**src/rtl/irq_mask_pkg.sv**
```systemverilog
// Package: shared constants for the interrupt mask controller.
// Assumes a byte-addressed map of 16-byte windows, one per group, with
// four 32-bit registers in each window.
package irq_mask_pkg;
    localparam int GRP_TX   = 0;
    localparam int GRP_RX   = 1;
    localparam int GRP_HERR = 2;
    localparam int NUM_GRP  = 3;
    localparam int HERR_BIT = 1;
    localparam int SEL_LSB  = 2;
    localparam int GRP_LSB  = 4;
    localparam int MAP_BITS = 6;
    localparam logic [1:0] EOI_WIN = 2'd3;

    typedef enum logic [1:0] {
        SEL_RAW  = 2'd0,
        SEL_MSKD = 2'd1,
        SEL_SET  = 2'd2,
        SEL_CLR  = 2'd3
    } reg_sel_e;
endpackage

```
**src/rtl/irq_bus_decode.sv**
```systemverilog
// Module: decodes a bus address into per-group set/clear write strobes,
// an end-of-interrupt strobe and read selectors.
// Assumes the address is byte aligned and the upper bits beyond the map are zero.
module irq_bus_decode
    import irq_mask_pkg::*;
#(
    parameter int ADDR_W = 8
) (
    input  logic              bus_wr,
    input  logic [ADDR_W-1:0] bus_addr,
    output logic [NUM_GRP-1:0] set_stb,
    output logic [NUM_GRP-1:0] clr_stb,
    output logic              eoi_stb,
    output logic              rd_hit,
    output logic [1:0]        rd_grp,
    output reg_sel_e          rd_sel
);
    logic       in_map;
    logic [1:0] win;

    // Purpose: check alignment and range, and split the address fields.
    always_comb begin
        in_map = ((bus_addr >> MAP_BITS) == '0) && (bus_addr[SEL_LSB-1:0] == 2'b00);
        win    = bus_addr[GRP_LSB+1:GRP_LSB];
        rd_grp = win;
        rd_sel = reg_sel_e'(bus_addr[SEL_LSB+1:SEL_LSB]);
        rd_hit = in_map && (win != EOI_WIN);
    end

    // Purpose: produce one-hot write strobes per group.
    always_comb begin
        for (int g = 0; g < NUM_GRP; g++) begin
            set_stb[g] = bus_wr && rd_hit && (win == 2'(g)) && (rd_sel == SEL_SET);
            clr_stb[g] = bus_wr && rd_hit && (win == 2'(g)) && (rd_sel == SEL_CLR);
        end
        eoi_stb = bus_wr && in_map && (win == EOI_WIN) && (rd_sel == SEL_RAW);
    end
endmodule

```
**src/rtl/irq_status_group.sv**
```systemverilog
// Module: raw status and enable mask for one interrupt group.
// Assumes the events and acknowledges are single-cycle pulses. Only the
// bits set in IMPL exist. The others are held at zero.
module irq_status_group #(
    parameter int               DATA_W = 32,
    parameter logic [DATA_W-1:0] IMPL  = '1
) (
    input  logic              clk,
    input  logic              rst_n,
    input  logic [DATA_W-1:0] evt,
    input  logic [DATA_W-1:0] ack,
    input  logic              set_stb,
    input  logic              clr_stb,
    input  logic [DATA_W-1:0] wdata,
    output logic [DATA_W-1:0] raw,
    output logic [DATA_W-1:0] mask,
    output logic [DATA_W-1:0] masked
);
    logic [DATA_W-1:0] raw_q, mask_q;

    // Purpose: raw status; an event wins over an acknowledge in the same cycle.
    always_ff @(posedge clk) begin
        if (!rst_n) raw_q <= '0;
        else        raw_q <= ((raw_q & ~ack) | evt) & IMPL;
    end

    // Purpose: enable mask, changed only through set and clear strobes.
    always_ff @(posedge clk) begin
        if (!rst_n)       mask_q <= '0;
        else if (set_stb) mask_q <= (mask_q | wdata) & IMPL;
        else if (clr_stb) mask_q <= mask_q & ~wdata;
    end

    assign raw    = raw_q;
    assign mask   = mask_q;
    assign masked = raw_q & mask_q;

    AST_EVT_SETS: assert property (@(posedge clk) disable iff (!rst_n)
        1'b1 |=> ((raw & $past(evt & IMPL)) == $past(evt & IMPL)));
    AST_ACK_CLEARS: assert property (@(posedge clk) disable iff (!rst_n)
        1'b1 |=> ((raw & $past(ack & ~evt)) == '0));
    AST_SET_ADDS: assert property (@(posedge clk) disable iff (!rst_n)
        set_stb |=> ((mask & $past(wdata & IMPL)) == $past(wdata & IMPL)));
    AST_MASK_HOLDS: assert property (@(posedge clk) disable iff (!rst_n)
        (!set_stb && !clr_stb) |=> $stable(mask));
    AST_CLR_REMOVES: assert property (@(posedge clk) disable iff (!rst_n)
        clr_stb |=> ((mask & $past(wdata)) == '0));
    AST_UNIMPL_ZERO: assert property (@(posedge clk) disable iff (!rst_n)
        1'b1 |=> (((raw | mask) & ~IMPL) == '0));
endmodule

```
**src/rtl/irq_line_gen.sv**
```systemverilog
// Module: registered combined interrupt line with an end-of-interrupt gap.
// Assumes any_pend is the OR of all masked bits from the groups.
module irq_line_gen (
    input  logic clk,
    input  logic rst_n,
    input  logic any_pend,
    input  logic eoi_stb,
    output logic irq
);
    logic irq_q;

    // Purpose: follow pending state, but drop for one cycle after an EOI.
    always_ff @(posedge clk) begin
        if (!rst_n) irq_q <= 1'b0;
        else        irq_q <= any_pend && !eoi_stb;
    end

    assign irq = irq_q;

    AST_EOI_GAP: assert property (@(posedge clk) disable iff (!rst_n)
        eoi_stb |=> !irq);
    AST_IRQ_TRACKS: assert property (@(posedge clk) disable iff (!rst_n)
        !eoi_stb |=> (irq == $past(any_pend)));
endmodule

```
**src/rtl/irq_mask_ctrl.sv**
```systemverilog
// Module: top level of the interrupt mask set/clear controller.
// Holds transmit, receive and host-error groups, a read mux and the
// combined interrupt line. Assumes NUM_CH <= DATA_W and ADDR_W >= 6.
module irq_mask_ctrl
    import irq_mask_pkg::*;
#(
    parameter int NUM_CH = 8,
    parameter int DATA_W = 32,
    parameter int ADDR_W = 8
) (
    input  logic              clk,
    input  logic              rst_n,
    input  logic              bus_wr,
    input  logic [ADDR_W-1:0] bus_addr,
    input  logic [DATA_W-1:0] bus_wdata,
    output logic [DATA_W-1:0] bus_rdata,
    input  logic [NUM_CH-1:0] tx_evt,
    input  logic [NUM_CH-1:0] tx_ack,
    input  logic [NUM_CH-1:0] rx_evt,
    input  logic [NUM_CH-1:0] rx_ack,
    input  logic              herr_evt,
    input  logic              herr_ack,
    output logic              irq
);
    localparam logic [DATA_W-1:0] CH_IMPL   = {DATA_W{1'b1}} >> (DATA_W - NUM_CH);
    localparam logic [DATA_W-1:0] HERR_IMPL = DATA_W'(1) << HERR_BIT;

    logic [NUM_GRP-1:0] set_stb, clr_stb;
    logic               eoi_stb, rd_hit;
    logic [1:0]         rd_grp;
    reg_sel_e           rd_sel;
    logic [DATA_W-1:0]  evt_v [NUM_GRP];
    logic [DATA_W-1:0]  ack_v [NUM_GRP];
    logic [DATA_W-1:0]  raw_v [NUM_GRP];
    logic [DATA_W-1:0]  mask_v [NUM_GRP];
    logic [DATA_W-1:0]  mskd_v [NUM_GRP];
    logic               any_pend;

    irq_bus_decode #(.ADDR_W(ADDR_W)) i_dec (
        .bus_wr  (bus_wr),
        .bus_addr(bus_addr),
        .set_stb (set_stb),
        .clr_stb (clr_stb),
        .eoi_stb (eoi_stb),
        .rd_hit  (rd_hit),
        .rd_grp  (rd_grp),
        .rd_sel  (rd_sel)
    );

    // Purpose: widen the event and acknowledge inputs into group-wide vectors.
    always_comb begin
        evt_v[GRP_TX]   = DATA_W'(tx_evt);
        ack_v[GRP_TX]   = DATA_W'(tx_ack);
        evt_v[GRP_RX]   = DATA_W'(rx_evt);
        ack_v[GRP_RX]   = DATA_W'(rx_ack);
        evt_v[GRP_HERR] = DATA_W'(herr_evt) << HERR_BIT;
        ack_v[GRP_HERR] = DATA_W'(herr_ack) << HERR_BIT;
    end

    for (genvar g = 0; g < NUM_GRP; g++) begin : g_grp
        localparam logic [DATA_W-1:0] G_IMPL = (g == GRP_HERR) ? HERR_IMPL : CH_IMPL;
        irq_status_group #(.DATA_W(DATA_W), .IMPL(G_IMPL)) i_grp (
            .clk    (clk),
            .rst_n  (rst_n),
            .evt    (evt_v[g]),
            .ack    (ack_v[g]),
            .set_stb(set_stb[g]),
            .clr_stb(clr_stb[g]),
            .wdata  (bus_wdata),
            .raw    (raw_v[g]),
            .mask   (mask_v[g]),
            .masked (mskd_v[g])
        );
    end

    // Purpose: OR every masked bit of every group into one pending flag.
    always_comb begin
        any_pend = 1'b0;
        for (int g = 0; g < NUM_GRP; g++) any_pend = any_pend | (|mskd_v[g]);
    end

    // Purpose: read mux; set and clear addresses both return the mask.
    always_comb begin
        bus_rdata = '0;
        if (rd_hit) begin
            unique case (rd_sel)
                SEL_RAW:  bus_rdata = raw_v[rd_grp];
                SEL_MSKD: bus_rdata = mskd_v[rd_grp];
                SEL_SET,
                SEL_CLR:  bus_rdata = mask_v[rd_grp];
                default:  bus_rdata = '0;
            endcase
        end
    end

    irq_line_gen i_line (
        .clk     (clk),
        .rst_n   (rst_n),
        .any_pend(any_pend),
        .eoi_stb (eoi_stb),
        .irq     (irq)
    );

    AST_RST_QUIET: assert property (@(posedge clk)
        !rst_n |=> (!irq && (raw_v[GRP_TX] == '0) && (mask_v[GRP_RX] == '0)));
    AST_EOI_READ_ZERO: assert property (@(posedge clk) disable iff (!rst_n)
        (bus_addr >= ADDR_W'(8'h30)) |-> (bus_rdata == '0));
endmodule

```
**config.mk**
```make
export PLATFORM = sky130hd
export DESIGN_NAME = irq_mask_ctrl
export DESIGN_NICKNAME = d
export VERILOG_FILES = /design/src/rtl/irq_mask_pkg.sv /design/src/rtl/irq_bus_decode.sv /design/src/rtl/irq_status_group.sv /design/src/rtl/irq_line_gen.sv /design/src/rtl/irq_mask_ctrl.sv
export SDC_FILE = /design/constraint.sdc
export NUM_CORES = 1
export LEC_CHECK = 0
export ABC_AREA = 1
export ABC_CLOCK_PERIOD_IN_PS = 2000
export CORE_MARGIN = 8
export CORE_UTILIZATION = 35
export DETAILED_ROUTE_END_ITERATION = 7
export HOLD_SLACK_MARGIN = 0.12
export PLACE_DENSITY_LB_ADDON = 0.12
export SYNTH_ARGS = -nofsm -noshare
export SYNTH_HDL_FRONTEND = slang
export SYNTH_HIERARCHICAL = 1
export SYNTH_SLANG_ARGS = --single-unit
```
**constraint.sdc**
```tcl
create_clock -name clk -period 2 [get_ports clk]
set_input_delay 0.3 -clock clk [delete_from_list [all_inputs] [get_ports clk]]
set_output_delay 0.3 -clock clk [all_outputs]
set_load 0.005 [all_outputs]
```
==> results.ini, run 1 <==
[critical_path]
cp_top_family = buffers and inverters
rrSetupSlack_ps = 380
cp-end-kind = output pin
required_ps = 1700
crit_arrival_ps = 1660
path_cells = dlygate4sd2_1 -> nor2_2 -> nand2_2 -> a21oi_4 -> buf_12 -> buf_12 -> nand2_1 -> nor2_2 -> clkdlybuf4s15_2
cp-start-kind = primary input
slowest_stage = dlygate4sd2_1
cpPeakStageDelay_ps = 240
crit_type = in2out
cp.buffers_inverters = 4
crit_fanout = 12

[routing]
ant_nets = 0
viasPerCell = 4.34
drt_pass1_iterations = 4
dr.first_iter.drc_count = 477
drc = 0
wire_per_inst_um = 13.8
finalWirelength_um = 27000
vias = 8502

[cts]
ctsHoldBuffers = 0
clockBufferDepth = 2
htree_levels = 4
root_buffer = clkbuf_16
path_clk_slew_ps = 50
clock-sinks = 114
numCtsBuffers = 17
insertion_delay_ps = 420
cts_tree = yes

[sta]
period_needed_ps = 1960
setup_viol = 0
hold_violations = 0
rsz0062_at_grt = yes
fin_crit_sh = 0.978
fin_hold_ws_ps = 329
drv_slew = 0
fin_ws_ps = 43.2
clock_skew_ps = 5.93
fmax_mhz = 511
tns_ps = 0

[global_route]
antenna_found_initial = 1
grt_pass1_vias = 8193
grt_overflow_total = 0
track_usage = 0.180
grt_pass1_wl_um = 43600
grt_max_degree = 32

[min_path]
hold_path_class = in2reg

[synth]
synth.cell_area_um2 = 8780
synth.avg_cell_area_um2 = 5.91
synthCells = 1485
ys_warn_count = 6

[layout]
fillCellCount = 2725
num_antenna_cells = 0
drive_gt1_frac = 0.140
finalNonFillerCells = 1957
nNetsFinal = 1692
syn2layout_area_growth_pct = 22.6

[pwr]
ir_drop_uv = 549
p_total_mw = 6.47
powerDensity_nw_per_um2 = 601
leakage_nw = 4.79

[floorplanning]
die_width_um = 174
die_y_um = 174
io_pins = 110
dieArea_um2 = 30400
rows = 58
initial_utilization = 0.353
coreArea_um2 = 24900

[status]
status = complete, no violations

[placement]
gp_congestion = 0.812
dp_cells = 1915
dp_hpwl_um = 18500
portBuffers = 109
place_ws_ps = -456

[run]
drv_cap = 0

## tightest hold or removal path, delay by kind of cell
| kind | cells | cell delay (ps) |
|---|---|---|
| and+or+nand+nor | 4 | 250 |
| buffers and inverters | 1 | 150 |
## power breakdown
group | internal (mW) | switching (mW) | total [mW]
clock | 1.98 | 1.08 | 3.06
sequential | 2.30 | 0.0205 | 2.32
combinational | 0.478 | 0.615 | 1.09
## path summary, 6_finish.rpt
path	start	endpoint	depth (start not counted)
max	bus_addr[6]	bus_rdata[7]	9
min	bus_addr[2]	i_line/irq$_SDFF_PN0_	5
max reg2reg	g_grp[0].i_grp/raw[2]$_SDFF_PN0_	i_line/irq$_SDFF_PN0_	10
min reg2reg	g_grp[1].i_grp/mask[23]$_SDFFE_PP0P_	g_grp[1].i_grp/mask[23]$_SDFFE_PP0P_	2
## routing by layer
| metal | vias to the layer above | global-route usage | share of wire |
|---|---|---|---|
| met5 | - | 0 | 0.00048 |
| met4 | 2 | 0.0495 | 0.012 |
| met3 | 27 | 0.0395 | 0.053 |
| met2 | 226 | 0.289 | 0.45 |
| met1 | 3724 | 0.239 | 0.48 |
| li1 | 4523 | - | - |
## final cells by class
cell class | instances | area, µm² | area share
Tap cell | 330 | 413 | 0.0383
Clock buffer | 22 | 494 | 0.0459
Clock inverter | 9 | 104 | 0.00965
Timing Repair Buffer | 196 | 2020 | 0.188
Sequential cell | 114 | 2280 | 0.212
Multi-Input combinational cell | 1179 | 5050 | 0.469
Inverter | 107 | 404 | 0.0375
## layout by cell type (no fill, tap or decap), types with 15 or more instances in the layout
| master | instances |
|---|---|
| buf_2 | 15 |
| clkbuf_16 | 17 |
| buf_4 | 59 |
| o21ai_1 | 41 |
| buf_12 | 23 |
| a21oi_1 | 34 |
| conb_1 | 158 |
| dfxtp_1 | 114 |
| inv_1 | 104 |
| clkdlybuf4s50_1 | 69 |
| o21ai_0 | 55 |
| o211ai_1 | 32 |
| nor2_1 | 227 |
| nand3_1 | 66 |
| nand2_1 | 486 |
| nor2_2 | 63 |
## through the flow
| step | utilization | instance area, µm² |
|---|---|---|
| after detailed placement | 0.403 | 10000 |
| final | 0.433 | 10800 |
| after floorplan | - | 9360 |
| after CTS | 0.434 | 10800 |
| after global placement | 0.403 | 10000 |
| after global routing | 0.433 | 10800 |
## timing repair
action | in CTS | in global routing
pin swaps | 20 | 3
gates resized for setup | 125 | 13
hold endpoints to repair | 0 | 0
buffers inserted | 9 | 0
setup endpoints to repair | 33 | 22
gates cloned | 4 | 0
Note: power is estimated with default switching activity, not from simulation.
==> run 2, diff against run 1 <==
- RECOVER_POWER: not set -> 100
==> results.ini, run 2 (same netlist as run 1, synthesis figures left out) <==
[critical_path]
rr_worst_depth = 10  ; unchanged
reg2reg_to = i_line/irq$_SDFF_PN0_  ; unchanged
required_ps = 1700  ; about the same
cp-end-kind = output pin  ; unchanged
crit_type = in2out  ; unchanged
crit_arrival_ps = 1650  ; was 1660 ps
rrSetupSlack_ps = 410  ; was 380 ps
reg2reg_from = g_grp[1].i_grp/raw[6]$_SDFF_PN0_  ; was g_grp[0].i_grp/raw[2]$_SDFF_PN0_
cp-start-kind = primary input  ; unchanged
crit_fanout = 12  ; unchanged

[status]
status = complete, no violations  ; unchanged

[min_path]
worstHoldEndpoint = i_line/irq$_SDFF_PN0_  ; unchanged
hold_path_class = in2reg  ; unchanged
hold_depth = 5  ; unchanged
min_from = bus_addr[2]  ; unchanged

[pwr]
leakage_nw = 4.78  ; was 4.79 nW
powerDensity_nw_per_um2 = 604  ; was 601 nW/µm²
ir_drop_uv = 546  ; was 549 µV
p_total_mw = 6.46  ; was 6.47 mW

[cts]
insertion_delay_ps = 420  ; about the same
htree_levels = 4  ; unchanged
cts_tree = yes  ; unchanged
path_clk_slew_ps = 50  ; about the same
numCtsBuffers = 17  ; unchanged
clock-sinks = 114  ; unchanged
clockBufferDepth = 2  ; unchanged
root_buffer = clkbuf_16  ; unchanged

[sta]
fmax_mhz = 514  ; was 511 MHz
clock_skew_ps = 5.75  ; was 5.93 ps
tns_ps = 0  ; unchanged
fin_crit_sh = 0.973  ; was 0.978
fin_hold_ws_ps = 331  ; was 329 ps
rsz0062_at_grt = yes  ; unchanged
worst_pin_slew_ps = 1000
drv_slew = 0  ; unchanged
hold_violations = 0  ; unchanged
fin_ws_ps = 53.2  ; was 43.2 ps
period_needed_ps = 1950  ; was 1960 ps
slew_headroom = 0.331
setup_viol = 0  ; unchanged

[placement]
dp_hpwl_um = 18500  ; unchanged
dp_cells = 1915  ; unchanged
place_ws_ps = -456  ; unchanged
gp_congestion = 0.812  ; unchanged
portBuffers = 109  ; unchanged

[layout]
drive_gt1_frac = 0.130  ; was 0.140
final_common_cell = nand2_1  ; unchanged
finalNonFillerCells = 1957  ; unchanged
num_antenna_cells = 0  ; unchanged
nNetsFinal = 1692  ; unchanged
mostFrequentLayoutCells = 486 x nand2_1, 241 x nor2_1, 158 x conb_1, 114 x dfxtp_1, 104 x inv_1  ; was 486 x nand2_1, 227 x nor2_1, 158 x conb_1, 114 x dfxtp_1, 104 x inv_1
syn2layout_area_growth_pct = 21.9  ; was 22.6%

[floorplanning]
die_y_um = 174  ; unchanged
rows = 58  ; unchanged
die_width_um = 174  ; unchanged
io_pins = 110  ; unchanged
dieArea_um2 = 30400  ; unchanged
initial_utilization = 0.353  ; unchanged
coreArea_um2 = 24900  ; unchanged

[routing]
viasPerCell = 4.36  ; was 4.34
drc = 0  ; unchanged
vias = 8542  ; was 8502
ant_nets = 0  ; unchanged
wire_per_inst_um = 13.8  ; about the same
drt_pass1_iterations = 5  ; was 4
dr.first_iter.drc_count = 420  ; was 477
finalWirelength_um = 27000  ; about the same

[global_route]
grt_pass1_wl_um = 43600  ; unchanged
grt_max_degree = 32  ; unchanged
antenna_found_initial = 1  ; unchanged
grt_pass1_vias = 8193  ; unchanged
grt_overflow_total = 0  ; unchanged
track_usage = 0.180  ; unchanged

[run]
drv_cap = 0  ; unchanged

## run 2: cell types whose count changed in the layout (fill, tap and decap cells not counted), moves of 2 or more
cell	before	now
buf_4	59	50
clkdlybuf4s50_1	69	66
nor2_2	63	50
clkbuf_1	0	2
dlygate4sd3_1	0	3
nor2_1	227	241
clkbuf_4	0	6
## run 2: cell type report
| type | count | area [µm²] |
|---|---|---|
| Tap cell | 330 | 413 |
| Sequential cell | 114 | 2280 |
| Clock buffer | 22 | 494 |
| Fill cell | 2738 | 14200 |
| Clock inverter | 9 | 104 |
| Multi-Input combinational cell | 1179 | 5010 |
| Inverter | 107 | 404 |
| Timing Repair Buffer | 196 | 2000 |
## run 2: stage by stage
| step | utilization | area, µm² |
|---|---|---|
| final | 0.430 | 10700 |
| after global routing | 0.430 | 10700 |
| after CTS | 0.434 | 10800 |
| after detailed placement | 0.403 | 10000 |
| after global placement | 0.403 | 10000 |
| after floorplan | - | 9360 |
## run 2: per-layer routing
layer	track usage	part of all wire	vias to the layer above
met1	0.239	0.49	3783
met3	0.0395	0.051	25
met2	0.289	0.45	203
met4	0.0495	0.012	2
met5	0	0.00048	-
li1	-	-	4529
## run 2: critical path: stages
cell and delay, ps:
dlygate4sd2_1 240, nor2_2 140, nand2_2 80, a21oi_4 170
buf_12 160, buf_12 140, nand2_1 70, nor2_2 120
clkdlybuf4s15_2 220
## run 2: repair_timing
item,CTS,global route
setup buffers,9,0
setup endpoints to repair,33,22
pin swaps,20,3
gates cloned,4,0
hold buffers,0,0
resized for setup,125,13
## run 2: worst max path at each step
stage / start / endpoint / cells past startpoint
after floorplan: bus_addr[5] / bus_rdata[22] / 9
after global placement: bus_addr[3] / g_grp[2].i_grp/mask[2]$_SDFFE_PP0P_ / 8
after detailed placement: bus_addr[3] / g_grp[2].i_grp/mask[29]$_SDFFE_PP0P_ / 8
after CTS: bus_addr[2] / bus_rdata[6] / 8
after global routing: bus_addr[6] / bus_rdata[11] / 9
final: bus_addr[6] / bus_rdata[7] / 9
## run 2: power breakdown
group | internal [mW] | switching, mW | leakage (nW)
clock network | 1.98 | 1.08 | 0.294
logic | 0.472 | 0.612 | 3.57
registers | 2.30 | 0.0205 | 0.923
